$ cat src/rtl/i2c_evt_pkg.sv
package i2c_evt_pkg;
  localparam int REG_W   = 16;
  localparam int ADDR_W  = 2;
  localparam int VEC_W   = 3;
  localparam int NUM_VEC = 5;   // coded events occupy status bits 0..NUM_VEC-1

  localparam int BUSY_POS = 12;
  localparam logic [REG_W-1:0] LATCH_MASK  = 16'h6F1F;
  localparam logic [REG_W-1:0] ENABLE_MASK = 16'h601F;

  localparam logic [ADDR_W-1:0] ADDR_STAT = 2'd0;
  localparam logic [ADDR_W-1:0] ADDR_IEN  = 2'd1;
  localparam logic [ADDR_W-1:0] ADDR_VEC  = 2'd2;

  typedef struct packed {
    logic             statClr;  // write-one-to-clear on status
    logic             enLoad;   // load enable register
    logic [REG_W-1:0] vecClr;   // one-hot clear from a vector read
  } accStrobe_t;
endpackage

$ cat src/rtl/i2c_evt_ctrl.sv
module i2c_evt_ctrl
  import i2c_evt_pkg::*;
(
  input  logic               regWr,
  input  logic               regRd,
  input  logic [ADDR_W-1:0]  regAddr,
  input  logic [NUM_VEC-1:0] codedFlags,
  output logic [VEC_W-1:0]   vecCode,
  output accStrobe_t         strb
);
  logic [REG_W-1:0] pickOneHot;

  // lowest index wins: scan from the top so the last hit is the lowest
  always_comb begin
    vecCode    = '0;
    pickOneHot = '0;
    for (int i = NUM_VEC - 1; i >= 0; i--) begin
      if (codedFlags[i]) begin
        vecCode    = VEC_W'(i + 1);
        pickOneHot = REG_W'(1) << i;
      end
    end
  end

  always_comb begin
    strb.statClr = regWr && (regAddr == ADDR_STAT);
    strb.enLoad  = regWr && (regAddr == ADDR_IEN);
    strb.vecClr  = (regRd && (regAddr == ADDR_VEC)) ? pickOneHot : '0;
  end
endmodule

$ cat src/rtl/i2c_evt_dpath.sv
module i2c_evt_dpath
  import i2c_evt_pkg::*;
(
  input  logic              clk,
  input  logic              rstN,
  input  logic [REG_W-1:0]  evtPulse,
  input  logic              busBusy,
  input  logic [REG_W-1:0]  wData,
  input  logic [ADDR_W-1:0] regAddr,
  input  logic [VEC_W-1:0]  vecCode,
  input  accStrobe_t        strb,
  output logic [REG_W-1:0]  statusQ,
  output logic [REG_W-1:0]  enableQ,
  output logic [REG_W-1:0]  rdData,
  output logic              irqOut
);
  logic [REG_W-1:0] wrClr;
  logic [REG_W-1:0] clrAll;

  assign wrClr  = strb.statClr ? wData : '0;
  assign clrAll = wrClr | strb.vecClr;

  for (genvar b = 0; b < REG_W; b++) begin : g_bit
    if (LATCH_MASK[b]) begin : g_latch
      logic flagQ;
      always_ff @(posedge clk) begin
        if (!rstN)            flagQ <= 1'b0;
        else if (evtPulse[b]) flagQ <= 1'b1;
        else if (clrAll[b])   flagQ <= 1'b0;
      end
      assign statusQ[b] = flagQ;
    end else if (b == BUSY_POS) begin : g_busy
      assign statusQ[b] = busBusy;
    end else begin : g_rsvd
      assign statusQ[b] = 1'b0;
    end
  end

  always_ff @(posedge clk) begin
    if (!rstN)            enableQ <= '0;
    else if (strb.enLoad) enableQ <= wData & ENABLE_MASK;
  end

  assign irqOut = |(statusQ & enableQ);

  always_comb begin
    case (regAddr)
      ADDR_STAT: rdData = statusQ;
      ADDR_IEN:  rdData = enableQ;
      ADDR_VEC:  rdData = {{(REG_W-VEC_W){1'b0}}, vecCode};
      default:   rdData = '0;
    endcase
  end
endmodule

$ cat src/rtl/i2c_evt_status.sv
module i2c_evt_status
  import i2c_evt_pkg::*;
(
  input  logic              clk,
  input  logic              rstN,
  input  logic [REG_W-1:0]  evtPulse,
  input  logic              busBusy,
  input  logic [ADDR_W-1:0] regAddr,
  input  logic              regWr,
  input  logic              regRd,
  input  logic [REG_W-1:0]  regWdata,
  output logic [REG_W-1:0]  regRdata,
  output logic              irqOut
);
  accStrobe_t       strb;
  logic [VEC_W-1:0] vecCode;
  logic [REG_W-1:0] statusQ;
  logic [REG_W-1:0] enableQ;

  i2c_evt_ctrl u_ctrl (
    .regWr(regWr), .regRd(regRd), .regAddr(regAddr),
    .codedFlags(statusQ[NUM_VEC-1:0]), .vecCode(vecCode), .strb(strb)
  );

  i2c_evt_dpath u_dpath (
    .clk(clk), .rstN(rstN), .evtPulse(evtPulse), .busBusy(busBusy),
    .wData(regWdata), .regAddr(regAddr), .vecCode(vecCode), .strb(strb),
    .statusQ(statusQ), .enableQ(enableQ), .rdData(regRdata), .irqOut(irqOut)
  );
endmodule

$ cat config.mk
export PLATFORM = sky130hd
export DESIGN_NAME = i2c_evt_status
export DESIGN_NICKNAME = d
export VERILOG_FILES = /design/src/rtl/i2c_evt_pkg.sv /design/src/rtl/i2c_evt_ctrl.sv /design/src/rtl/i2c_evt_dpath.sv /design/src/rtl/i2c_evt_status.sv
export SDC_FILE = /design/constraint.sdc
export NUM_CORES = 1
export LEC_CHECK = 0
export ABC_AREA = 0
export CAP_MARGIN = 20
export CORE_MARGIN = 2
export CORE_UTILIZATION = 40
export CTS_BUF_LIST = sky130_fd_sc_hd__clkbuf_8
export CTS_CLUSTER_SIZE = 40
export DETAILED_ROUTE_END_ITERATION = 12
export PLACE_DENSITY_LB_ADDON = 0.25
export SLEW_MARGIN = 0
export SYNTH_ARGS = -nofsm -noshare
export SYNTH_HDL_FRONTEND = slang
export SYNTH_HIERARCHICAL = 1
export SYNTH_SLANG_ARGS = --single-unit
$ cat constraint.sdc
create_clock -name clk -period 1.3 [get_ports clk]
set_clock_uncertainty 0.1 [all_clocks]
set_input_delay 0.195 -clock clk [delete_from_list [all_inputs] [get_ports clk]]
set_output_delay 0.195 -clock clk [all_outputs]
set_load 0.05 [all_outputs]
======== Yosys cells after proc, flatten, opt, wreduce, memory -nomap -nowiden ========
Cells that the tools add are included.
storage, ports and cells
  input port bits ......................... 39
  word-level logic and storage cells ...... 67
  register bits ........................... 18
  output and inout bits ................... 17
cells by class
  equality and inequality tests ........... 2
  mux-type cells .......................... 35
  reductions and logical operators ........ 16
  bitwise logic cells ..................... 2
operator list
  kind                count
  $pmux 15 s3         1
  $mux 5              6
  $mux 1              22
  $reduce_bool 2->1   11
  $reduce_or 16->1    1
  $and 15x15->15      1
  $mux 15             1
  $mux 3              5
  $or 15x5->15        1
  $logic_and 1x1->1   3
  $eq 2x1->1 const B  1
  $eq 2x2->1 const B  1
  $logic_not 2->1     1

======== Logic depth before layout (Yosys ltp) ========
Gate-level depths: netlist of the first run.
  depth in word-level cells ............... 9
  mapped depth ............................ 5

======== Cells and area by module ========
The synthesis of the first run kept the hierarchy.
modules (own cells, without submodules)
  module         area each (µm²)  cells an instance  instances
  i2c_evt_dpath  1114.8           127                1
  i2c_evt_ctrl   207.7            29                 1

======== Worst setup path after synthesis of the first run ========
No wires, ideal clock.
  path kind ............................... input port to output port
  from .................................... input port regAddr[1]
  to ...................................... output port regRdata[12]
  arrival time ............................ 1529 ps
  path slack .............................. -524 ps
  required time ........................... 1005 ps
  cell stages on the path ................. 2
  path through ............................ buf_2 -> nor3b_1
on the way
  word-level cells in the longest chain between the ends .. 2
  elaborated cells between the ends (all ways) .. 4
  those cells by class .................... eq/ne (2); mux (1); reduce/logical (1)
ends and longest elaborated chain
  what                                      line                  source
  start, declared                           i2c_evt_status.sv:8   input logic [ADDR_W-1:0] regAddr,
  $eq 2x2->1, or another cell as far along  i2c_evt_dpath.sv:47   case (regAddr)
  $pmux 15 s3 (*)                           i2c_evt_dpath.sv:47
  end, declared                             i2c_evt_status.sv:12  output logic [REG_W-1:0] regRdata,
Mark *: on every way between the ends. The rest lies on a longest branch, timed or not.

======== Worst setup path after layout of the first run ========
  from .................................... register u_dpath.g_bit[3].g_latch.flagQ
  to ...................................... output port irqOut
on the way
  word-level cells in the longest chain between the ends .. 2
ends and longest elaborated chain
  what                    line                  source
  start, declared         i2c_evt_dpath.sv:25   logic flagQ;
  start signal, assigned  i2c_evt_dpath.sv:27   if (!rstN) flagQ <= 1'b0;
  start signal, assigned  i2c_evt_dpath.sv:28   else if (evtPulse[b]) flagQ <= 1'b1;
  start signal, assigned  i2c_evt_dpath.sv:29   else if (clrAll[b]) flagQ <= 1'b0;
  $and 15x15->15          i2c_evt_dpath.sv:44   assign irqOut = |(statusQ & enableQ);
  $reduce_or 16->1        i2c_evt_dpath.sv:44
  end, declared           i2c_evt_status.sv:13  output logic irqOut
Every way passes these cells.

==> results.py, run 1 <==
metrics = {
    "outcome": {
        "status": "finished with violations",
        "violations": "negative setup slack",
    },
    "floorplanning": {
        "ios": 56,
        "placementRows": 19,
        "dieWidth_microns": 57.3,
        "fp.dieH_microns": 57.3,
        "die-area_sq_um": 3280,
        "core_sq_um": 2730,
        "start_util": 0.415,
    },
    "logic_synthesis": {
        "syn_area_per_cell_sq_um": 8.66,
        "netlist_area_sq_um": 1130,
        "synthCells": 131,
        "yosys_warnings": 6,
    },
    "critical_path": {
        "startpoint": "u_dpath/g_bit[3].g_latch.flagQ",
        "critical_path_class": "reg -> out",
        "r2r_start": "u_dpath/g_bit[0].g_latch.flagQ",
        "cp-start-kind": "flop",
        "cp.required_ns": 1.00,
        "worst_ep_arrival_time_ns": 1.38,
        "ff2ff_path_depth": 4,
        "r2r_setup_slack_ns": 0.01,
        "end_kind": "output pin",
        "worstPathMaxFanout": 6,
        "r2r_end": "u_dpath/g_bit[3].g_latch.flagQ",
    },
    "timing": {
        "hold_viol": 0,
        "setup_ws_ns": -0.372,
        "setup_viol": 7,
        "period_share": 1.29,
        "max_freq_ghz": 0.598,
        "final.setup.tns_ns": -1.24,
        "finalCriticalPeriod_ns": 1.67,
        "rsz0062_at_grt": "yes",
        "maxSlewViolCount": 0,
    },
    "global_routing": {
        "grt_pass1_wl_microns": 5110,
        "grt_pass1_vias": 1124,
        "grt-ovfl-total": 0,
        "grt_max_degree": 19,
        "antenna_found_initial": 0,
        "grt_usage": 0.210,
    },
    "detailed_routing": {
        "detail-route-antenna-nets": 0,
        "num_vias": 1096,
        "wire_per_inst_microns": 15.4,
        "avgViaCountPerCell": 5.17,
        "dr.pass1.iters": 4,
        "drtIter0Drc": 38,
        "drc": 0,
        "wirelength_microns": 3260,
    },
    "finish": {
        "final_area_sq_um": 2030,
        "fin_nets": 222,
        "fillers": 184,
        "area_delta_synth_final_pct": 78.5,
        "drive_gt1_frac": 0.442,
        "diodes": 0,
        "fin_util": 0.741,
    },
    "place": {
        "place_area_sq_um": 1790,
        "port-buffer-count": 41,
        "dp_slack_ns": -0.583,
        "gp_congestion": 0.732,
        "dpl.hpwl_microns": 2250,
    },
    "clock_tree": {
        "clkLatencyLatePin_ns": 0.26,
        "h-tree-depth": 1,
        "tritoncts": "done",
        "clockBufferDepth": 2,
        "cts.sinks": 18,
        "clk_pin_slew_ns": 0.07,
        "cts_root_buf": "clkbuf_8",
        "numCtsBuffers": 3,
    },
    "power": {
        "p_per_area_nw_per_um2": 786,
        "irDropWorstVdd_mv": 0.710,
        "p_leak_nw": 0.805,
        "total_power_mw": 1.59,
    },
    "flow_run": {
        "maxCapViolCount": 0,
    },
    "worst_hold_path": {
        "hp-start": "evtPulse[10]",
        "hold_class": "in -> reg",
        "holdPathStages": 2,
        "holdPathEnd": "u_dpath/g_bit[10].g_latch.flagQ",
    },
}
## layout make-up
| class | instances | area [sq um] | share of cell area |
|---|---|---|---|
| Timing Repair Buffer | 59 | 704 | 0.348 |
| Tap cell | 31 | 38.8 | 0.0191 |
| Inverter | 11 | 41.3 | 0.0204 |
| Sequential cell | 18 | 382 | 0.188 |
| Clock buffer | 3 | 41.3 | 0.0204 |
| Multi-Input combinational cell | 90 | 818 | 0.404 |
## stage by stage
step           hold WS, ns  std cells
2_1_floorplan        0.213        139
3_3_place_gp         0.426        207
3_5_place_dp         0.431        207
4_1_cts              0.417        210
5_1_grt              0.416        212
6_report             0.417        212
## power breakdown
| part | leakage, nW | internal (mW) | switching, mW |
|---|---|---|---|
| clock | 0.0216 | 0.207 | 0.201 |
| sequential | 0.152 | 0.584 | 0.0360 |
| combinational | 0.631 | 0.290 | 0.274 |
| total | 0.805 | 1.08 | 0.511 |
## routing by layer
layer / share of wire / wire length, microns / global-route usage / vias to the layer above
met4: 0.019 / 61 / 0.0997 / 0
li1: - / - / - / 535
met2: 0.52 / 1690 / 0.369 / 42
met5: 0 / 0 / 0 / -
met1: 0.39 / 1280 / 0.238 / 514
met3: 0.070 / 227 / 0.0476 / 5
## cell usage in the layout, fill, tap and decap left out, types with 3 or more instances in the layout
master,count
a211oi_1,8
a211oi_2,3
buf_12,15
buf_4,14
buf_6,3
clkbuf_8,3
clkdlybuf4s50_1,23
conb_1,10
dfxtp_1,9
dfxtp_2,5
dfxtp_4,4
inv_1,9
mux2i_1,11
mux2i_4,3
nand2_1,3
nor2_1,3
nor2_2,4
nor2b_1,7
nor3_4,4
o21a_1,11
## critical path: stages (launching register included)
cell and delay, ns:
dfxtp_2 0.35, a222oi_1 0.47, nand3_2 0.12, buf_6 0.18
## state kept, by name (all words and copies together) (netlist names)
register	flops
u_dpath/enableQ	7
u_dpath/g_bit.g_latch.flagQ	11
## how the worst max path moves through the flow
stage | to | slack, ns | cells past startpoint
global route | irqOut | -0.41 | 3
CTS | irqOut | -0.36 | 3
detailed placement | u_dpath/g_bit[0].g_latch.flagQ | -0.58 | 5
global placement | regRdata[13] | -0.53 | 5
floorplan | regRdata[12] | -0.07 | 2
finish | irqOut | -0.37 | 3
## what timing repair did
item | CTS | global route
buffers inserted | 0 | 2
pin swaps | 9 | 9
hold buffers | 0 | 0
setup endpoints to repair | 31 | 25
resized for setup | 35 | 25
No activity file was read; power rests on OpenSTA's default activity.
==> inputs of run 2 (changes only) <==
--- a/config.mk
+++ b/config.mk
@@ -18,3 +18,4 @@
 export SYNTH_HDL_FRONTEND = slang
 export SYNTH_HIERARCHICAL = 1
 export SYNTH_SLANG_ARGS = --single-unit
+export TNS_END_PERCENT = 30
==> run 2 against run 1 <==
Compared with the run above:
- the run still ends with negative setup slack left
- combinational power increased by 4.3%
- largest power group unchanged
- final area up 2.9%
- critical path depth did not move
- hold slack improved by 0.012 ns
- register-to-register slack got worse by 0.09 ns
- via count rose by 2.1%
- clock power increased by 14%
- flip-flop and latch count is the same
- fmax decreased by 2.3%
- sequential share of layout area is 0.95 points lower
- critical endpoint unchanged
- largest cell class unchanged
- setup slack lost 0.040 ns
- sequential power about the same
==> results.py, run 2 (synthesized netlist as in run 1, its figures left out) <==
metrics = {
    "floorplanning": {
        "ios": 56,
        "start_util": 0.415,
        "fp.dieH_microns": 57.3,
        "die-area_sq_um": 3280,
        "placementRows": 19,
        "dieWidth_microns": 57.3,
        "core_sq_um": 2730,
    },
    "place": {
        "port-buffer-count": 41,
        "dpl.hpwl_microns": 2320,
        "dp_slack_ns": -0.500,
        "place_area_sq_um": 1780,
        "gp_congestion": 0.740,
    },
    "critical_path": {
        "worst_ep_arrival_time_ns": 1.42,
        "critical_path_class": "reg -> out",
        "cp.required_ns": 1.00,
        "r2r_end": "u_dpath/g_bit[4].g_latch.flagQ",
        "r2r_setup_slack_ns": -0.08,
        "cp-start-kind": "flop",
        "worstPathMaxFanout": 6,
        "end_kind": "output pin",
        "ff2ff_path_depth": 5,
        "r2r_start": "u_dpath/g_bit[1].g_latch.flagQ",
    },
    "detailed_routing": {
        "num_vias": 1119,
        "avgViaCountPerCell": 5.09,
        "wirelength_microns": 3430,
        "dr.pass1.iters": 4,
        "drc": 0,
        "drtIter0Drc": 80,
        "detail-route-antenna-nets": 0,
        "wire_per_inst_microns": 15.6,
    },
    "finish": {
        "final_cell_mix": "clkdlybuf4s50_1, buf_4, buf_12",
        "area_delta_synth_final_pct": 83.7,
        "drive_gt1_frac": 0.434,
        "final_area_sq_um": 2080,
        "top_register": "u_dpath/g_bit.g_latch.flagQ",
        "fin_nets": 229,
        "largest_reg_flops": 11,
        "layout_commonest_cell": "clkdlybuf4s50_1",
        "fin_util": 0.762,
        "diodes": 0,
        "largest_registers": "u_dpath/g_bit.g_latch.flagQ (11), u_dpath/enableQ (7)",
    },
    "worst_hold_path": {
        "holdPathEnd": "u_dpath/g_bit[8].g_latch.flagQ",
        "holdPathStages": 2,
        "hp-start": "evtPulse[8]",
        "hold_class": "in -> reg",
    },
    "power": {
        "p_leak_nw": 0.846,
        "p_per_area_nw_per_um2": 803,
        "irDropWorstVdd_mv": 0.641,
    },
    "global_routing": {
        "grt-ovfl-total": 0,
        "antenna_found_initial": 0,
        "grt_use_met2": 0.379,
        "grt_usage": 0.221,
        "grt_use_met3": 0.0454,
        "grt_pass1_wl_microns": 5630,
        "grt_max_degree": 19,
        "grt_busiest_layer": "met2",
        "grt_pass1_vias": 1189,
        "use_met1": 0.266,
    },
    "timing": {
        "max_freq_ghz": 0.584,
        "setup_viol": 16,
        "finalCriticalPeriod_ns": 1.71,
        "period_share": 1.32,
        "setup_ws_ns": -0.412,
        "maxSlewViolCount": 0,
        "hold_viol": 0,
        "rsz0062_at_grt": "yes",
    },
    "clock_tree": {
        "numCtsBuffers": 3,
        "clkLatencyLatePin_ns": 0.25,
        "cts.sinks": 18,
        "ctsHoldBuffers": 0,
        "clk_pin_slew_ns": 0.07,
        "clockBufferDepth": 2,
        "cts_root_buf": "clkbuf_8",
        "tritoncts": "done",
        "h-tree-depth": 1,
    },
    "flow_run": {
        "maxCapViolCount": 0,
    },
    "outcome": {
        "status": "finished with violations",
        "violations": "negative setup slack",
    },
}
run 2: cell types whose count changed in the layout (fill, tap and decap cells not counted), sizes merged:
| cell | previous run | this run |
|---|---|---|
| clkbuf | 3 | 4 |
| buf | 33 | 40 |
run 2: final cells by class:
| cell class | instances | area [sq um] |
|---|---|---|
| inverter | 11 | 41.3 |
| timing repair buffer | 66 | 782 |
| multi-input combinational | 90 | 795 |
| clock buffer | 4 | 55.1 |
| fill | 188 | 649 |
| tap | 31 | 38.8 |
| sequential | 18 | 373 |
run 2: worst max path at each step:
stage | start | end | slack [ns]
2_1_floorplan | regAddr[0] | regRdata[3] | -0.08
3_3_place_gp | regAddr[0] | u_dpath/g_bit[2].g_latch.flagQ | -0.42
3_5_place_dp | regAddr[0] | regRdata[1] | -0.50
4_1_cts | u_dpath/g_bit[1].g_latch.flagQ | irqOut | -0.36
5_1_grt | u_dpath/g_bit[3].g_latch.flagQ | irqOut | -0.46
6_report | u_dpath/g_bit[3].g_latch.flagQ | irqOut | -0.41
run 2: power by group:
part / switching [mW] / leakage [nW] / internal, mW
combinational: 0.282 / 0.666 / 0.306
clock: 0.198 / 0.0288 / 0.269
sequential: 0.0358 / 0.151 / 0.584
run 2: worst max-delay path: stages, from the launching register on:
cell	delay [ns]
dfxtp_2	0.36
a222oi_1	0.45
nand3_1	0.16
buf_6	0.19
run 2: repair_timing:
item / 4_1_cts / 5_1_grt
gates cloned: 0 / 0
pin swaps: 10 / 10
buffers inserted: 9 / 1
setup endpoints to repair: 31 / 26
endpoints found under the hold margin: 0 / 0
gates resized for setup: 45 / 13
run 2: stage by stage:
step | power [mW] | std cells | hold slack [ns] | setup TNS, ns
after floorplan | 0.902 | 139 | 0.213 | -0.516
after global placement | 1.11 | 207 | 0.426 | -11.53
after CTS | 1.66 | 219 | 0.425 | -1.66
final | 1.67 | 220 | 0.429 | -1.91
after global routing | 1.75 | 220 | 0.432 | -2.60
after detailed placement | 1.12 | 207 | 0.431 | -12.87
run 2: layer usage:
metal	vias up	routed length, microns
li1	547	-
met1	526	1380
met2	38	1770
met3	8	197
met4	0	81
met5	-	0
==> inputs of run 3 (changes only) <==
--- a/config.mk
+++ b/config.mk
@@ -7,7 +7,7 @@
 export LEC_CHECK = 0
 export ABC_AREA = 0
 export CAP_MARGIN = 20
-export CORE_MARGIN = 2
+export CORE_MARGIN = 5
 export CORE_UTILIZATION = 40
 export CTS_BUF_LIST = sky130_fd_sc_hd__clkbuf_8
 export CTS_CLUSTER_SIZE = 40
==> run 3 against run 2 <==
Compared with the run above:
- the flow still finishes with violations (negative setup slack)
- combinational power decreased by 4.3%
- final area decreased by 4.3%
- power decreased by 1.3%
- clock power increased by 1%
- die area increased by 22%
- global-route usage decreased by 4.3 points
- setup slack improved by 0.083 ns
- hold slack got worse by 0.0038 ns
- largest power group unchanged
==> results.py, run 3 (synthesized netlist as in run 1, its figures left out) <==
metrics = {
    "worst_hold_path": {
        "hold_class": "in -> reg",
    },
    "global_routing": {
        "antenna_found_initial": 0,
        "grt_usage": 0.179,
        "grt_pass1_vias": 1210,
        "grt-ovfl-total": 0,
        "grt_max_degree": 19,
        "grt_pass1_wl_microns": 5690,
    },
    "floorplanning": {
        "start_util": 0.415,
        "dieWidth_microns": 63.3,
        "fp.dieH_microns": 63.3,
        "die-area_sq_um": 4000,
        "placementRows": 19,
        "ios": 56,
        "core_sq_um": 2730,
    },
    "clock_tree": {
        "h-tree-depth": 1,
        "cts.sinks": 18,
        "tritoncts": "done",
        "numCtsBuffers": 3,
        "clk_pin_slew_ns": 0.07,
        "cts_root_buf": "clkbuf_8",
        "clockBufferDepth": 2,
        "clkLatencyLatePin_ns": 0.26,
        "ctsHoldBuffers": 0,
    },
    "place": {
        "dpl.hpwl_microns": 2380,
        "port-buffer-count": 41,
        "gp_congestion": 0.726,
        "place_area_sq_um": 1750,
    },
    "outcome": {
        "status": "finished with violations",
        "violations": "negative setup slack",
    },
    "timing": {
        "hold_viol": 0,
        "maxSlewViolCount": 0,
        "finalCriticalPeriod_ns": 1.63,
        "max_freq_ghz": 0.614,
        "setup_viol": 11,
        "period_share": 1.25,
        "hold_slack_ns": 0.426,
        "setup_ws_ns": -0.329,
        "rsz0062_at_grt": "yes",
    },
    "finish": {
        "drive_gt1_frac": 0.394,
        "fillers": 201,
        "final_cell_mix": "clkdlybuf4s50_1, buf_12, mux2i_1",
        "largest_registers": "u_dpath/g_bit.g_latch.flagQ (11), u_dpath/enableQ (7)",
        "top_register": "u_dpath/g_bit.g_latch.flagQ",
        "area_delta_synth_final_pct": 75.9,
        "largest_reg_flops": 11,
        "layout_commonest_cell": "clkdlybuf4s50_1",
        "final_area_sq_um": 2000,
        "fin_nets": 220,
        "diodes": 0,
    },
    "critical_path": {
        "end_kind": "output pin",
        "cp.required_ns": 1.00,
        "cp-start-kind": "flop",
        "critical_path_class": "reg -> out",
        "r2r_setup_slack_ns": -0.13,
        "worst_ep_arrival_time_ns": 1.33,
        "worstPathMaxFanout": 4,
    },
    "detailed_routing": {
        "num_vias": 1096,
        "wire_per_inst_microns": 16.3,
        "dr.pass1.iters": 4,
        "drc": 0,
        "drtIter0Drc": 52,
        "detail-route-antenna-nets": 0,
        "wirelength_microns": 3450,
        "avgViaCountPerCell": 5.19,
    },
    "flow_run": {
        "maxCapViolCount": 0,
    },
    "power": {
        "p_leak_nw": 0.796,
        "irDropWorstVdd_mv": 0.851,
        "p_per_area_nw_per_um2": 828,
    },
}
## run 3: cell type report
cell class,count,area [sq um],area share
Clock buffer,4,55.1,0.0276
Inverter,11,41.3,0.0207
Multi-Input combinational cell,90,797,0.399
Sequential cell,18,379,0.190
Tap cell,31,38.8,0.0194
Timing Repair Buffer,57,684,0.343
## run 3: final timing paths
| kind | endpoint | cells past startpoint | startpoint |
|---|---|---|---|
| worst max-delay path | irqOut | 3 | u_dpath/g_bit[3].g_latch.flagQ |
| worst min register to register | u_dpath/enableQ[14] | 2 | u_dpath/enableQ[14] |
| worst max register to register | u_dpath/g_bit[3].g_latch.flagQ | 5 | u_dpath/g_bit[0].g_latch.flagQ |
| worst min-delay path | u_dpath/g_bit[10].g_latch.flagQ | 2 | evtPulse[10] |
## run 3: what timing repair did
item,in CTS,in global routing
pin swaps,9,4
resized for setup,41,17
cloned,1,0
endpoints found under the setup margin,31,20
setup buffers,2,0
## run 3: per-stage QoR
stage	setup slack [ns]	power (mW)	setup TNS, ns	utilization	cells
3_3_place_gp	-0.547	1.10	-13.55	0.640	204
4_1_cts	-0.378	1.62	-1.52	0.702	211
5_1_grt	-0.394	1.72	-2.25	0.730	211
6_report	-0.329	1.65	-1.60	0.730	211
3_5_place_dp	-0.599	1.11	-14.49	0.640	204
2_1_floorplan	-0.0830	0.902	-0.516	-	139
## run 3: worst max-delay path, cell delays in order, from the launching register on
cell      delay, ns
dfxtp_4        0.36
a222oi_1       0.39
nand3_1        0.15
buf_6          0.17
## run 3: report_power, final
group          total (mW)  internal [mW]  switching [mW]
logic               0.563          0.282           0.281
clock network       0.474          0.270           0.204
registers           0.616          0.583          0.0336
## run 3: metal layers
layer,global-route usage,vias up,wire length (microns)
met4,0.0571,0,65
met3,0.0675,7,266
met2,0.323,43,1820
met1,0.190,517,1300
met5,0,-,0
li1,-,529,-
